[config.mk]
export PLATFORM = sky130hd
export DESIGN_NAME = lsu_lane_unit
export DESIGN_NICKNAME = d
export VERILOG_FILES = /design/src/rtl/lsu_lane_unit.sv
export SDC_FILE = /design/constraint.sdc
export NUM_CORES = 1
export LEC_CHECK = 0
export ABC_AREA = 0
export BUFFER_PORTS_ARGS = -buffer_cell sky130_fd_sc_hd__buf_2
export CAP_MARGIN = 20
export CORE_UTILIZATION = 25
export CTS_BUF_LIST = sky130_fd_sc_hd__clkbuf_4 sky130_fd_sc_hd__clkbuf_8
export DETAILED_ROUTE_END_ITERATION = 16
export PLACE_DENSITY = 0.52
export SKIP_CTS_REPAIR_TIMING = 1
export SYNTH_ARGS = -nofsm -noshare
export SYNTH_HDL_FRONTEND = slang
export SYNTH_SLANG_ARGS = --single-unit
export TNS_END_PERCENT = 50
[constraint.sdc]
create_clock -name clk -period 12.5 [get_ports clk]
set_input_delay 2.5 -clock clk [delete_from_list [all_inputs] [get_ports clk]]
set_output_delay 2.5 -clock clk [all_outputs]
set_load 0.05 [all_outputs]
[src/rtl/lsu_lane_unit.sv]
module lsu_lane_unit #(
  parameter int IMM_W = 12
) (
  input  logic             clk,
  input  logic             rst_n,
  input  logic             req_valid,
  input  logic             req_store,
  input  logic [1:0]       req_size,
  input  logic             req_signed,
  input  logic             big_endian,
  input  logic             use_imm,
  input  logic             off_sub,
  input  logic [31:0]      base,
  input  logic [31:0]      index,
  input  logic [IMM_W-1:0] imm,
  input  logic [31:0]      st_data,
  input  logic [31:0]      mem_rdata,
  output logic [29:0]      mem_waddr,
  output logic             mem_rd,
  output logic             mem_wr,
  output logic [3:0]       mem_be,
  output logic [31:0]      mem_wdata,
  output logic             misaligned,
  output logic             ld_valid,
  output logic [31:0]      ld_data
);
  logic [31:0] offset, eaddr;
  logic        is_word, is_half, bad_align, go;
  logic [1:0]  lane;
  logic [3:0]  be_raw;

  assign offset    = use_imm ? 32'(imm) : index;
  assign eaddr     = off_sub ? base - offset : base + offset;
  assign mem_waddr = eaddr[31:2];

  assign is_word   = req_size[1];
  assign is_half   = (req_size == 2'b01);
  assign bad_align = (is_word && eaddr[1:0] != 2'b00) || (is_half && eaddr[0]);
  assign misaligned = req_valid && bad_align;
  assign go        = req_valid && !bad_align;

  assign lane = big_endian ? ~eaddr[1:0] : eaddr[1:0];

  always_comb begin
    if (is_word)      be_raw = 4'hF;
    else if (is_half) be_raw = lane[1] ? 4'b1100 : 4'b0011;
    else              be_raw = 4'b0001 << lane;
  end

  assign mem_be = go ? be_raw : 4'b0000;
  assign mem_wr = go && req_store;
  assign mem_rd = go && !req_store;

  always_comb begin
    if (is_word)      mem_wdata = st_data;
    else if (is_half) mem_wdata = {2{st_data[15:0]}};
    else              mem_wdata = {4{st_data[7:0]}};
  end

  logic [1:0] r_lane, r_size;
  logic       r_signed;

  always_ff @(posedge clk) begin
    if (!rst_n) begin
      ld_valid <= 1'b0;
      r_lane   <= 2'b00;
      r_size   <= 2'b00;
      r_signed <= 1'b0;
    end else begin
      ld_valid <= mem_rd;
      if (mem_rd) begin
        r_lane   <= lane;
        r_size   <= req_size;
        r_signed <= req_signed;
      end
    end
  end

  logic [7:0]  rd_byte;
  logic [15:0] rd_half;

  assign rd_byte = mem_rdata[{r_lane, 3'b000} +: 8];
  assign rd_half = r_lane[1] ? mem_rdata[31:16] : mem_rdata[15:0];

  always_comb begin
    if (r_size[1])           ld_data = mem_rdata;
    else if (r_size == 2'b01) ld_data = {{16{r_signed & rd_half[15]}}, rd_half};
    else                     ld_data = {{24{r_signed & rd_byte[7]}}, rd_byte};
  end
endmodule


==> impl_metrics.json, run 1 <==
{
  "status": "completed",
  "num_rows": 47,
  "root_buffer": "clkbuf_8",
  "clkTransAtPathRegs_ns": 0.04,
  "slew_violations": 0,
  "synth.top_cell.area_share_pct": 9.45,
  "fmax_mhz": 99.3,
  "syn-num-nets": 825,
  "p_leak_uw": 0.00281,
  "die_height_um": 132,
  "netlist_area_mm2": 0.00424,
  "stdcell_count": 1074,
  "num_io_pins": 252,
  "max-cap-violations": 0,
  "cts_buffer_depth": 2,
  "path_class": "input pin to primary output",
  "ys.flop_type": "dfxtp_1",
  "cts_sinks": 6,
  "finalClockSkew_ns": 0,
  "grt_pass1_wl_um": 25400,
  "place_inst": 1069,
  "die_x_um": 132,
  "reg2reg_from": "r_lane[1]",
  "p_clk_share_pct": 5.3,
  "tightest_slew_ns": 0.953,
  "p_per_area_mw_per_mm2": 97.2,
  "firstDrtPassIters": 5,
  "ys_ff_latch": 6,
  "wl_um": 16300,
  "drive_above_1_share_pct": 34.6,
  "die_area_mm2": 0.0175,
  "h-tree-depth": 1,
  "drtAntennaViolNets": 0,
  "rsz0062_at_grt": "no",
  "grt_overflow": 0,
  "cp.required_ns": 10.00,
  "synthCells": 642,
  "ir_drop_mv": 0.0819,
  "routed-via-count": 5523,
  "final_cell_mix": "251 x buf_2, 84 x nand2_1, 63 x nor2_1, 56 x a21oi_1, 40 x o21ai_0",
  "setup_viol": 0,
  "switchingPower_uw": 358,
  "pwr-share-comb_pct": 90.7,
  "slew_headroom_pct": 34.9,
  "cts_tree": "built",
  "async_flop_share_pct": 0,
  "post-route-util_pct": 33.8,
  "mostFrequentLayoutCell": "buf_2",
  "io_buffer_count": 251,
  "yosys.area.top_type": "ha_1",
  "synth_edf_count": 0,
  "yosys_warnings": 0,
  "synth-seq-area-share_pct": 2.83,
  "dp_hpwl_um": 13800,
  "fin_hold_ws_ns": 0.536,
  "gp_congestion": 0.930,
  "cp-end-kind": "primary output",
  "p_seq_share_pct": 4.0,
  "grt_antenna_before_repair": 2,
  "cts_buffers": 3,
  "synth_cell_types": 77,
  "reg2reg_depth": 3,
  "hold_violations": 0,
  "cp_data_arrival_time_ns": 7.57,
  "drc_errors": 0,
  "fin_crit_ns": 10.07,
  "clkLatencyLatePin_ns": 0.22,
  "p_int_uw": 187,
  "power.share.switching_pct": 65.7,
  "synth_area_leaders": "ha_1 9.4%, nand2_1 7.4%, a21oi_1 6.6%",
  "setup_tns_ns": 0,
  "timing.final.crit_share_pct": 80.6,
  "first_global_vias": 4938,
  "postPlaceCellArea_mm2": 0.00556,
  "start_kind": "input pin",
  "grt.total_usage_pct": 17.6,
  "worstPathMaxFanout": 41,
  "area_growth_pct": 32.3,
  "wl_per_cell_um": 15.2,
  "endpoint": "mem_waddr[28]",
  "synth_area_per_cell_um2": 6.60,
  "hp-class": "flip-flop to flip-flop",
  "fp.coreArea_mm2": 0.0166,
  "rrSetupSlack_ns": 11.33,
  "grt_max_degree": 42,
  "first_iter_violations": 270,
  "design_area_mm2": 0.00561,
  "initial_core_util_pct": 25.6,
  "reg2reg_to": "r_lane[1]",
  "nets": 1037,
  "vias_per_cell": 5.14,
  "crit_start": "use_imm"
}
[kinds of logic (layout without fill, tap and decap cells)]
group | count (synthesis) | in the layout | synth area share [%]
adders and majority gates | 33 | 33 | 9.92
other | 0 | 2 | 0
AOI/OAI and AO/OA | 198 | 198 | 30.4
xor gates and xnor gates | 45 | 45 | 9.47
muxes | 48 | 48 | 12.3
DFF | 6 | 6 | 2.83
and+or+nand+nor | 247 | 247 | 28.2
buffers and inverters | 65 | 275 | 6.85
[registers in the layout, summed over array words and instances (netlist names)]
name      flops
ld_valid      1
r_lane        2
r_signed      1
r_size        2
[worst max-delay path: stages]
cell,delay [ns]
buf_2,0.62
or4b_1,0.52
a222oi_1,0.60
nand4_2,0.28
o21ai_1,0.21
mux2i_1,0.09
or2_1,0.22
ha_1,0.38
a21o_1,0.21
a31oi_1,0.30
nand2b_1,0.13
a2111oi_0,0.85
o41ai_1,0.22
xor2_1,0.16
buf_2,0.27
[metrics by stage]
step,total power (uW),setup WS [ns]
floorplan,397,2.54
global placement,519,2.66
detailed placement,516,2.50
CTS,548,2.48
global route,583,2.04
finish,545,2.43
[power groups by stage]
stage	Sequential (uW)	Clock (uW)	Combinational [uW]
after floorplan	21.4	0	376
after global placement	22.1	0	497
after detailed placement	22.1	0	494
after CTS	21.8	29.9	496
after global routing	22.0	32.4	529
final	21.8	29.0	494
[worst min path at each step]
stage,startpoint,to,slack [ns],cells after the start
floorplan,r_signed,r_signed,0.48,2
global placement,r_signed,r_signed,0.53,2
detailed placement,r_signed,r_signed,0.54,2
CTS,r_signed,r_signed,0.54,2
global route,r_signed,r_signed,0.56,2
finish,r_signed,r_signed,0.54,2
[synthesized netlist by cell type (all sizes together), types with 3 or more instances]
master	number
nand2	84
nor2	64
a21oi	56
o21ai	41
ha	32
clkbuf	28
xnor2	26
mux2	24
mux2i	23
inv	20
nor2b	19
xor2	19
buf	17
nand3	16
a31oi	15
nor3	13
a21o	12
a221o	9
o21a	8
a22oi	7
nand4	7
o211ai	7
o21bai	7
or3	7
dfxtp	6
nor4	6
and3	5
nor3b	5
and2	4
nand2b	4
o31ai	4
a211oi	3
a21boi	3
o22a	3
o41ai	3
or2	3
[area by class of cell]
| type | count | area [um^2] |
|---|---|---|
| fill | 1875 | 11000 |
| multi-input combinational | 571 | 3830 |
| timing repair buffer | 252 | 1260 |
| tap | 220 | 275 |
| sequential | 6 | 120 |
| inverter | 20 | 75.1 |
| clock buffer | 3 | 41.3 |
| antenna | 2 | 5.00 |
[routing by layer]
| layer | up-vias | global-route usage [%] | share of wire (%) |
|---|---|---|---|
| met3 | 18 | 2.61 | 6.9 |
| met2 | 240 | 28.0 | 45 |
| met5 | - | 0 | 0 |
| li1 | 2773 | - | - |
| met1 | 2492 | 24.9 | 47 |
| met4 | 0 | 3.64 | 1.5 |
No activity file was read; power rests on OpenSTA's default activity.
==> inputs of run 2 (changes only) <==
--- a/config.mk
+++ b/config.mk
@@ -11,7 +11,7 @@
 export CORE_UTILIZATION = 25
 export CTS_BUF_LIST = sky130_fd_sc_hd__clkbuf_4 sky130_fd_sc_hd__clkbuf_8
 export DETAILED_ROUTE_END_ITERATION = 16
-export PLACE_DENSITY = 0.52
+export PLACE_DENSITY = 0.54
 export SKIP_CTS_REPAIR_TIMING = 1
 export SYNTH_ARGS = -nofsm -noshare
 export SYNTH_HDL_FRONTEND = slang
==> constraint.sdc (replaced) <==
create_clock -name clk -period 8.25 [get_ports clk]
set_input_delay 1.65 -clock clk [delete_from_list [all_inputs] [get_ports clk]]
set_output_delay 1.65 -clock clk [all_outputs]
set_load 0.05 [all_outputs]
==> impl_metrics.json, run 2 (same netlist as run 1, synthesis figures left out) <==
{
  "fmax_mhz": 129,
  "drtAntennaViolNets": 0,
  "routed-via-count": 5479,
  "grt_overflow": 0,
  "post-route-util_pct": 34.0,
  "ir_drop_mv": 0.110,
  "drc_errors": 0,
  "die_height_um": 132,
  "drt-met1-wl_um": 7520,
  "cts_buffer_depth": 2,
  "p_int_uw": 285,
  "cp_slowest_stage_delay_ns": 0.63,
  "worstHoldStart": "r_signed",
  "dp_slack_ns": 0.446,
  "fin_hold_ws_ns": 0.538,
  "p_seq_share_pct": 4.0,
  "first_iter_violations": 373,
  "maxUsedRoutingLayer": "met4",
  "num_io_pins": 252,
  "start_kind": "input pin",
  "root_buffer": "clkbuf_8",
  "reg2reg_depth": 3,
  "reg2reg_from": "r_lane[1]",
  "cp-end-kind": "primary output",
  "grt_antenna_before_repair": 1,
  "cts_sinks": 6,
  "h-tree-depth": 1,
  "nets": 1041,
  "firstDrtPassIters": 5,
  "power.share.switching_pct": 65.6,
  "first_global_vias": 4906,
  "pwr-share-comb_pct": 90.8,
  "setup_viol": 0,
  "rsz0062_at_grt": "no",
  "cp.required_ns": 6.60,
  "setup_slack_ns": 0.490,
  "dr_wl_met2_um": 7600,
  "setup_tns_ns": 0,
  "die_area_mm2": 0.0175,
  "finalClockSkew_ns": 0,
  "vias_per_cell": 5.08,
  "hold_depth": 2,
  "io_buffer_count": 251,
  "status": "completed",
  "worstPathMaxFanout": 24,
  "slew_headroom_pct": 39.3,
  "slowest_stage": "o41ai_1",
  "cp_data_arrival_time_ns": 6.11,
  "dp_hpwl_um": 13900,
  "timing.final.crit_share_pct": 94.1,
  "cp_num_buf_inv": 4,
  "fp.coreArea_mm2": 0.0166,
  "final_cell_mix": "251 x buf_2, 84 x nand2_1, 63 x nor2_1, 56 x a21oi_1, 40 x o21ai_0",
  "wl_um": 16300,
  "area_growth_pct": 33.1,
  "die_x_um": 132,
  "clkLatencyLatePin_ns": 0.22,
  "wl_met3_um": 1020,
  "gp_congestion": 0.932,
  "reg2reg_to": "r_lane[1]",
  "grt_pass1_wl_um": 25200,
  "fin_crit_ns": 7.76,
  "grt.total_usage_pct": 17.5,
  "num_rows": 47,
  "p_per_area_mw_per_mm2": 147,
  "p_leak_uw": 0.00283,
  "hold-path-endpoint": "r_signed",
  "top_regs": "r_lane: 2 flops, r_size: 2 flops",
  "cts_tree": "built",
  "wl_per_cell_um": 15.1,
  "hp-class": "flip-flop to flip-flop",
  "path_class": "input pin to primary output",
  "tightest_slew_ns": 0.908,
  "clkTransAtPathRegs_ns": 0.03,
  "switchingPower_uw": 542,
  "crit_chain": "buf_2 > buf_4 > nor3b_1 > o21bai_1 > nor4b_2 > buf_4 > nor2b_1 > nor2_1 > or3_1 > nand3_1 > ha_1 > a21oi_1 > o21ai_0 > o41ai_1 > o21ai_0 > xnor2_1 > buf_2",
  "initial_core_util_pct": 25.6,
  "max-cap-violations": 0,
  "grt_max_degree": 38,
  "cts_buffers": 3,
  "mostFrequentLayoutCell": "buf_2",
  "hold_violations": 0,
  "p_clk_share_pct": 5.2,
  "rrSetupSlack_ns": 7.07,
  "path_delay_family": "simple AND/OR/NAND/NOR gates",
  "slew_violations": 0,
  "drive_above_1_share_pct": 35.0
}
[run 2: worst register-to-register path: cells and delay by family (launching register included)]
family                 cells  cell delay [ns]
buffers and inverters      1             0.20
AO/OA/AOI/OAI              1             0.17
AND/OR/NAND/NOR            1             0.13
flip-flops                 1             0.62
[run 2: area by class of cell]
type / instances / area (um^2)
diodes: 2 / 5.00
clock buffers: 3 / 41.3
fillers: 1868 / 10900
inverters: 20 / 75.1
multi-input cells: 571 / 3830
flip-flops and latches: 6 / 120
well taps: 220 / 275
repair buffers: 256 / 1290
[run 2: how the worst max path moves through the flow]
stage	from	to	slack [ns]	cells after the start
2_1_floorplan	use_imm	mem_waddr[29]	0.14	18
3_3_place_gp	use_imm	mem_waddr[29]	0.57	19
3_5_place_dp	use_imm	mem_waddr[28]	0.45	16
4_1_cts	use_imm	mem_waddr[28]	0.44	16
5_1_grt	use_imm	mem_waddr[24]	0.06	16
6_report	use_imm	mem_waddr[29]	0.49	17
[run 2: power by group through the flow]
stage               clock network (uW)  logic [uW]  registers, uW
floorplan                            0         571           32.4
global placement                     0         754           33.5
detailed placement                   0         752           33.6
CTS                               44.1         754           33.1
global route                      46.2         802           33.5
finish                            42.7         751           33.1
[run 2: metal layers]
metal | vias up | GRT usage, %
met1 | 2468 | 24.6
met4 | 0 | 1.92
met5 | - | 0
met2 | 218 | 29.5
met3 | 6 | 2.04
li1 | 2787 | -
[run 2: per-stage QoR]
stage | power [uW] | instances | cell area [um^2]
floorplan | 603 | 642 | 4240
global placement | 788 | 1073 | 5600
detailed placement | 785 | 1073 | 5600
CTS | 832 | 1076 | 5640
global route | 882 | 1077 | 5640
finish | 827 | 1078 | 5640
